[src/rtl/vsw_pkg.sv]
package vsw_pkg;

   typedef enum logic {
      REF_LEAD  = 1'b0,
      REF_TRAIL = 1'b1
   } ref_kind_t;

   typedef struct packed {
      ref_kind_t edge_kind;
      logic      use_fixed;
   } field_plan_t;

   function automatic field_plan_t plan_for(input logic msync, input logic vsr);
      field_plan_t p;
      if (msync) begin
         p.edge_kind = REF_LEAD;
         p.use_fixed = 1'b0;
      end else if (vsr) begin
         p.edge_kind = REF_TRAIL;
         p.use_fixed = 1'b0;
      end else begin
         p.edge_kind = REF_LEAD;
         p.use_fixed = 1'b1;
      end
      return p;
   endfunction

endpackage

[src/rtl/vsw_edge_pick.sv]
module vsw_edge_pick
   import vsw_pkg::*;
#(
   parameter int SYNC_STAGES = 0
) (
   input  logic clk,
   input  logic rst_n,
   input  logic vsync_in,
   input  logic msync,
   input  logic vsr,
   output logic ref_evt,
   output logic fixed_sel
);

   logic        vs_now;
   logic        vs_prev;
   logic        lead;
   logic        trail;
   field_plan_t plan;

   if (SYNC_STAGES < 0) begin : g_bad_stages
      $error("vsw_edge_pick: SYNC_STAGES must not be negative");
   end

   if (SYNC_STAGES == 0) begin : g_direct
      assign vs_now = vsync_in;
   end else begin : g_sync
      logic [SYNC_STAGES-1:0] chain;
      always_ff @(posedge clk or negedge rst_n) begin
         if (!rst_n) begin
            chain <= '0;
         end else begin
            chain[0] <= vsync_in;
            for (int i = 1; i < SYNC_STAGES; i++) begin
               chain[i] <= chain[i-1];
            end
         end
      end
      assign vs_now = chain[SYNC_STAGES-1];
   end

   always_ff @(posedge clk or negedge rst_n) begin
      if (!rst_n) begin
         vs_prev <= 1'b0;
      end else begin
         vs_prev <= vs_now;
      end
   end

   assign lead  = vs_now & ~vs_prev;
   assign trail = ~vs_now & vs_prev;

   always_comb begin
      plan      = plan_for(msync, vsr);
      fixed_sel = plan.use_fixed;
      ref_evt   = (plan.edge_kind == REF_TRAIL) ? trail : lead;
   end

endmodule

[src/rtl/vsw_delay_sel.sv]
module vsw_delay_sel #(
   parameter int WAIT_W     = 6,
   parameter int MIN_WAIT   = 8,
   parameter int FIXED_WAIT = 8
) (
   input  logic [WAIT_W-1:0] wait_set,
   input  logic              fixed_sel,
   output logic [WAIT_W-1:0] load_val
);

   localparam logic [WAIT_W-1:0] FLOOR_V = WAIT_W'(MIN_WAIT);
   localparam logic [WAIT_W-1:0] FIXED_V = WAIT_W'(FIXED_WAIT);

   if (FIXED_WAIT < 1 || FIXED_WAIT >= (1 << WAIT_W)) begin : g_bad_fixed
      $error("vsw_delay_sel: FIXED_WAIT out of range for WAIT_W");
   end

   always_comb begin
      if (fixed_sel) begin
         load_val = FIXED_V;
      end else if (wait_set < FLOOR_V) begin
         load_val = FLOOR_V;
      end else begin
         load_val = wait_set;
      end
   end

endmodule

[src/rtl/vsw_line_count.sv]
module vsw_line_count #(
   parameter int CNT_W    = 6,
   parameter int MIN_LOAD = 1
) (
   input  logic             clk,
   input  logic             rst_n,
   input  logic             load,
   input  logic [CNT_W-1:0] load_val,
   input  logic             line_tick,
   output logic             start_pulse
);

   localparam logic [CNT_W-1:0] ONE_V   = CNT_W'(1);
   localparam logic [CNT_W-1:0] FLOOR_V = CNT_W'(MIN_LOAD);

   logic [CNT_W-1:0] cnt;
   logic             busy;
   logic             last_line;

   assign last_line = busy && !load && (cnt == ONE_V);

   always_ff @(posedge clk or negedge rst_n) begin
      if (!rst_n) begin
         cnt  <= '0;
         busy <= 1'b0;
      end else if (load) begin
         cnt  <= load_val;
         busy <= 1'b1;
      end else if (busy && line_tick) begin
         cnt <= cnt - ONE_V;
         if (cnt == ONE_V) begin
            busy <= 1'b0;
         end
      end
   end

   always_ff @(posedge clk or negedge rst_n) begin
      if (!rst_n) begin
         start_pulse <= 1'b0;
      end else if (line_tick) begin
         start_pulse <= last_line;
      end
   end


   start_hold_chk: assert property (@(posedge clk) disable iff (!rst_n)
      start_pulse && !line_tick |=> start_pulse);


   start_drop_chk: assert property (@(posedge clk) disable iff (!rst_n)
      start_pulse && line_tick |=> !start_pulse);


   reload_value_chk: assert property (@(posedge clk) disable iff (!rst_n)
      load |=> busy && (cnt == $past(load_val)));


   count_step_chk: assert property (@(posedge clk) disable iff (!rst_n)
      busy && line_tick && !load |=> cnt == ($past(cnt) - ONE_V));


   hold_count_chk: assert property (@(posedge clk) disable iff (!rst_n)
      busy && !line_tick && !load |=> busy && $stable(cnt));


   idle_quiet_chk: assert property (@(posedge clk) disable iff (!rst_n)
      !busy |=> !$rose(start_pulse));


   floor_chk: assert property (@(posedge clk) disable iff (!rst_n)
      load |-> load_val >= FLOOR_V);

endmodule

[src/rtl/vscan_wait_timer.sv]
module vscan_wait_timer #(
   parameter int WAIT_W      = 6,
   parameter int MIN_WAIT    = 8,
   parameter int FIXED_WAIT  = 8,
   parameter int SYNC_STAGES = 0
) (
   input  logic              clk,
   input  logic              rst_n,
   input  logic              line_tick,
   input  logic              vsync_in,
   input  logic [WAIT_W-1:0] wait_set,
   input  logic              mode_msync,
   input  logic              vsr_sel,
   output logic              scan_start
);

   localparam int CNT_W = WAIT_W;
   localparam int FLOOR = (MIN_WAIT < FIXED_WAIT) ? MIN_WAIT : FIXED_WAIT;

   if (WAIT_W < 2) begin : g_bad_width
      $error("vscan_wait_timer: WAIT_W must be at least 2");
   end
   if (MIN_WAIT < 1 || MIN_WAIT >= (1 << WAIT_W)) begin : g_bad_min
      $error("vscan_wait_timer: MIN_WAIT out of range for WAIT_W");
   end

   logic              ref_evt;
   logic              fixed_sel;
   logic [CNT_W-1:0]  load_val;

   vsw_edge_pick #(
      .SYNC_STAGES (SYNC_STAGES)
   ) u_edge (
      .clk       (clk),
      .rst_n     (rst_n),
      .vsync_in  (vsync_in),
      .msync     (mode_msync),
      .vsr       (vsr_sel),
      .ref_evt   (ref_evt),
      .fixed_sel (fixed_sel)
   );

   vsw_delay_sel #(
      .WAIT_W     (WAIT_W),
      .MIN_WAIT   (MIN_WAIT),
      .FIXED_WAIT (FIXED_WAIT)
   ) u_delay (
      .wait_set  (wait_set),
      .fixed_sel (fixed_sel),
      .load_val  (load_val)
   );

   vsw_line_count #(
      .CNT_W    (CNT_W),
      .MIN_LOAD (FLOOR)
   ) u_count (
      .clk         (clk),
      .rst_n       (rst_n),
      .load        (ref_evt),
      .load_val    (load_val),
      .line_tick   (line_tick),
      .start_pulse (scan_start)
   );


   reset_quiet_chk: assert property (@(posedge clk)
      !rst_n |=> !scan_start);

endmodule

[config.mk]
export PLATFORM = sky130hd
export DESIGN_NAME = vscan_wait_timer
export DESIGN_NICKNAME = d
export VERILOG_FILES = /design/src/rtl/vsw_pkg.sv /design/src/rtl/vsw_edge_pick.sv /design/src/rtl/vsw_delay_sel.sv /design/src/rtl/vsw_line_count.sv /design/src/rtl/vscan_wait_timer.sv
export SDC_FILE = /design/constraint.sdc
export NUM_CORES = 1
export LEC_CHECK = 0
export ABC_AREA = 1
export BUFFER_PORTS_ARGS = -buffer_cell sky130_fd_sc_hd__clkbuf_2
export CAP_MARGIN = 15
export CORE_UTILIZATION = 45
export DETAILED_ROUTE_END_ITERATION = 6
export PLACE_DENSITY = 0.67
export SLEW_MARGIN = 0
export SYNTH_ARGS = -nofsm -noshare
export SYNTH_HDL_FRONTEND = slang
export SYNTH_SLANG_ARGS = --single-unit
[constraint.sdc]
create_clock -name clk -period 2.63 [get_ports clk]
set_input_delay 0 -clock clk [delete_from_list [all_inputs] [get_ports clk]]
set_output_delay 0 -clock clk [all_outputs]
set_load 0.03 [all_outputs]
==> impl_summary.txt <==
----------------------------------------------------
[Cells and area]
  Number of inserted diodes ... 0
  Fraction of final layout cells sized beyond drive strength 1 ... 19.0%
  # nets final ... 131
  Utilization of the core after routing ... 60.5%
  Flip-flop and latch area ... 225 um^2
  Synth-to-Final Area Change ... 22.3%
  Filler cell count ... 116
  Design Area, Final ... 797 um^2
  Number of non-filler instances in the completed layout ... 131
  Area occupied by multi-input gates ... 370 um^2

[Synth]
  #FFs+latches synth ... 9
  EDFF count, synth ... 0
  Average footprint of a synthesized cell ... 6.79 um^2
  Synth cell types ... 20
  Dominant cell type by area after synthesis ... sky130_fd_sc_hd__dfrtp_1
  Synth Flop Type ... sky130_fd_sc_hd__dfrtp_1
  Share of Yosys cell area claimed by the top area cell type ... 34.5%
  Synth Instances ... 96
  Most used standard cells in the synthesized netlist ... 32 x sky130_fd_sc_hd__nand2_1, 15 x sky130_fd_sc_hd__inv_1, 10 x sky130_fd_sc_hd__nor2_1
  Sequential fraction of the synthesis area ... 34.5%
  Synth async-reset ratio ... 100%
  Number of nets in the synthesized netlist ... 110
  Main area contributors after synthesis ... sky130_fd_sc_hd__dfrtp_1 35%, sky130_fd_sc_hd__nand2_1 18%, sky130_fd_sc_hd__inv_1 8.6%
  Most repeated cell in the gate-level netlist after synthesis ... sky130_fd_sc_hd__nand2_1
  Netlist area before placement ... 652 um^2
  Warnings, synthesis ... 0

[Placement]
  Post-detailed-placement cell area ... 731 um^2
  Port Buffers ... 12
  Post-DP HPWL ... 1020 um
  Number of placed instances, taps included ... 123
  Final estimated routing congestion in global placement ... 0.795

[Clock network]
  TritonCTS sink count ... 9
  Clock input transition at the sequential cells of the worst setup and hold paths ... 0.07 ns
  Worst skew pair latency ... 0.27 ns
  CTS tree ... built
  CTS Buffer Depth ... 2
  Clock root buffer ... sky130_fd_sc_hd__clkbuf_4
  TritonCTS buffer count ... 3
  Htree depth ... 1

[Setup path]
  Req. time, crit path ... 2.79 ns
  Launch point of the worst path ... u_count.cnt[0]$_DFFE_PN0P_
  Max Fanout on Critical Path ... 5
  Type of element launching the critical path ... register
  Kind of end point of the critical path ... register
  Worst flop-to-flop path startpoint ... u_count.cnt[0]$_DFFE_PN0P_
  Signal arrival time at the worst endpoint ... 1.39 ns
  Critical path class ... register to register

[Floorplan]
  Die ar. ... 1600 um^2
  Placeable core region ... 1320 um^2
  Die height ... 40.1 um
  Number of top-level pins ... 13
  Chip width ... 40.1 um
  Floorplan row count ... 13
  Starting density of the core ... 49.5%

[GRT]
  Number of global-route vias before repair ... 600
  Global-route total usage across every layer ... 23.3%
  Largest net degree at the start of global routing ... 10
  Global-route wire length before repair ... 2370 um
  Antenna violations before repair ... 0
  Total gr overflow ... 0

[STA]
  Endpoints failing setup ... 0
  Final Hold Violating Endpoints ... 0
  Clock Skews ... 0.00376 ns
  Total negative setup slack ... 0 ns
  Least-Margin Pin Slew ... 0.241 ns
  Setup repair after global routing missed its margin ... false
  Slew Limit Fails ... 0
  Part of the cycle the worst path needs ... 46.8%
  Max frequency ... 0.813 GHz
  Fin crit period ... 1.23 ns
  Slew HR ... 83.9%

[Route]
  Starting DRT DRC Count ... 22
  Via Count ... 671
  Count of antenna-violating nets left after detailed routing ... 0
  Routed wire length ... 1340 um
  DRC violations left ... 0
  Number of detailed-route iterations in the first pass ... 4
  Wire length per cell ... 10.2 um
  DR vias/cell ... 5.12

[Worst hold path]
  Min-Delay Path Class ... input port to register
  Min-Delay Startpoint ... wait_set[1]

[Power]
  Highest ir drop seen on vdd ... 0.364 mV
  Total power divided by cell area ... 741 nW/um^2
  Standby leakage power ... 0.440 nW

[Run status]
  Outcome ... complete, no violations

[Flow run]
  Max_cap viols ... 0

----------------------------------------------------
-- state kept, by name (all words and copies together) (netlist names) --
register and count:
u_count.cnt 6, u_count.busy 1, u_count.start_pulse 1, u_edge.vs_prev 1
-- layout by cell type, fill, tap and decap left out, drive strengths merged, types with 2 or more instances in the layout --
master / n
dlygate4sd3: 4
o21ai: 3
ha: 2
dfrtp: 9
clkbuf: 16
nand4: 4
nor2: 11
nand2: 36
nand3: 9
inv: 15
-- where the power goes --
part / switching, W / internal [W]
combinational: 0.000146 / 0.000104
sequential: 0.0000449 / 0.000184
clock: 0.0000526 / 0.0000587
total: 0.000244 / 0.000346
-- stage by stage --
stage	hold slack [ns]	worst slack, ns	power (W)
after floorplan	-0.296	1.50	0.000420
after detailed placement	-0.126	1.42	0.000476
after global routing	0.0285	1.26	0.000653
after global placement	-0.126	1.45	0.000473
after CTS	0.0141	1.40	0.000594
final	0.0182	1.40	0.000590
-- final timing paths --
path                       slack (ns)  cells past startpoint                         end
min in group asynchronous        0.12                      2    u_count.busy$_DFFE_PN0P_
setup reg to reg                 1.40                      9  u_count.cnt[4]$_DFFE_PN0P_
max in group asynchronous        2.31                      2  u_count.cnt[3]$_DFFE_PN0P_
setup / recovery                 1.40                      9  u_count.cnt[4]$_DFFE_PN0P_
hold reg to reg                  0.52                      2    u_count.busy$_DFFE_PN0P_
hold / removal                   0.02                      3  u_count.cnt[1]$_DFFE_PN0P_
-- worst max-delay path, cell delays in order, from the launching register on --
cell                      delay, ns
sky130_fd_sc_hd__dfrtp_1       0.41
sky130_fd_sc_hd__inv_1         0.14
sky130_fd_sc_hd__ha_1          0.22
sky130_fd_sc_hd__nand2_1       0.07
sky130_fd_sc_hd__nand2_1       0.05
sky130_fd_sc_hd__nand2_1       0.04
sky130_fd_sc_hd__nand2_1       0.05
sky130_fd_sc_hd__nand2_1       0.05
sky130_fd_sc_hd__nand2_1       0.05
sky130_fd_sc_hd__nand2_1       0.05
-- final cells by class --
| class | instances | area share (%) |
|---|---|---|
| clock buffer | 4 | 3.30 |
| timing repair buffer | 16 | 12.6 |
| multi-input combinational | 72 | 46.5 |
| inverter | 15 | 7.06 |
| tap | 15 | 2.35 |
| sequential | 9 | 28.3 |
-- cells by family after synthesis --
kind of cell / count (synthesis) / share of synthesized area [%]
flip-flops: 9 / 34.5
AND/OR/NAND/NOR: 62 / 45.1
AO/OA/AOI/OAI: 6 / 5.18
buffers and inverters: 15 / 8.64
XOR/XNOR: 2 / 2.69
adder cells (fa/ha/maj): 2 / 3.84
-- per-layer routing --
metal  GRT usage [%]  routed length (um)  vias up
met4            12.9                  10        0
li1                -                   -      347
met3            6.67                  73        2
met1            27.5                 589      305
met2            37.5                 666       17
met5               0                   0        -
-- what timing repair did --
item,in CTS,in global routing
hold endpoints to repair,12,0
setup endpoints to repair,0,0
hold buffers,4,0
buffers inserted,0,0
gates resized for setup,0,0
Power figures use the tool's default switching activity.
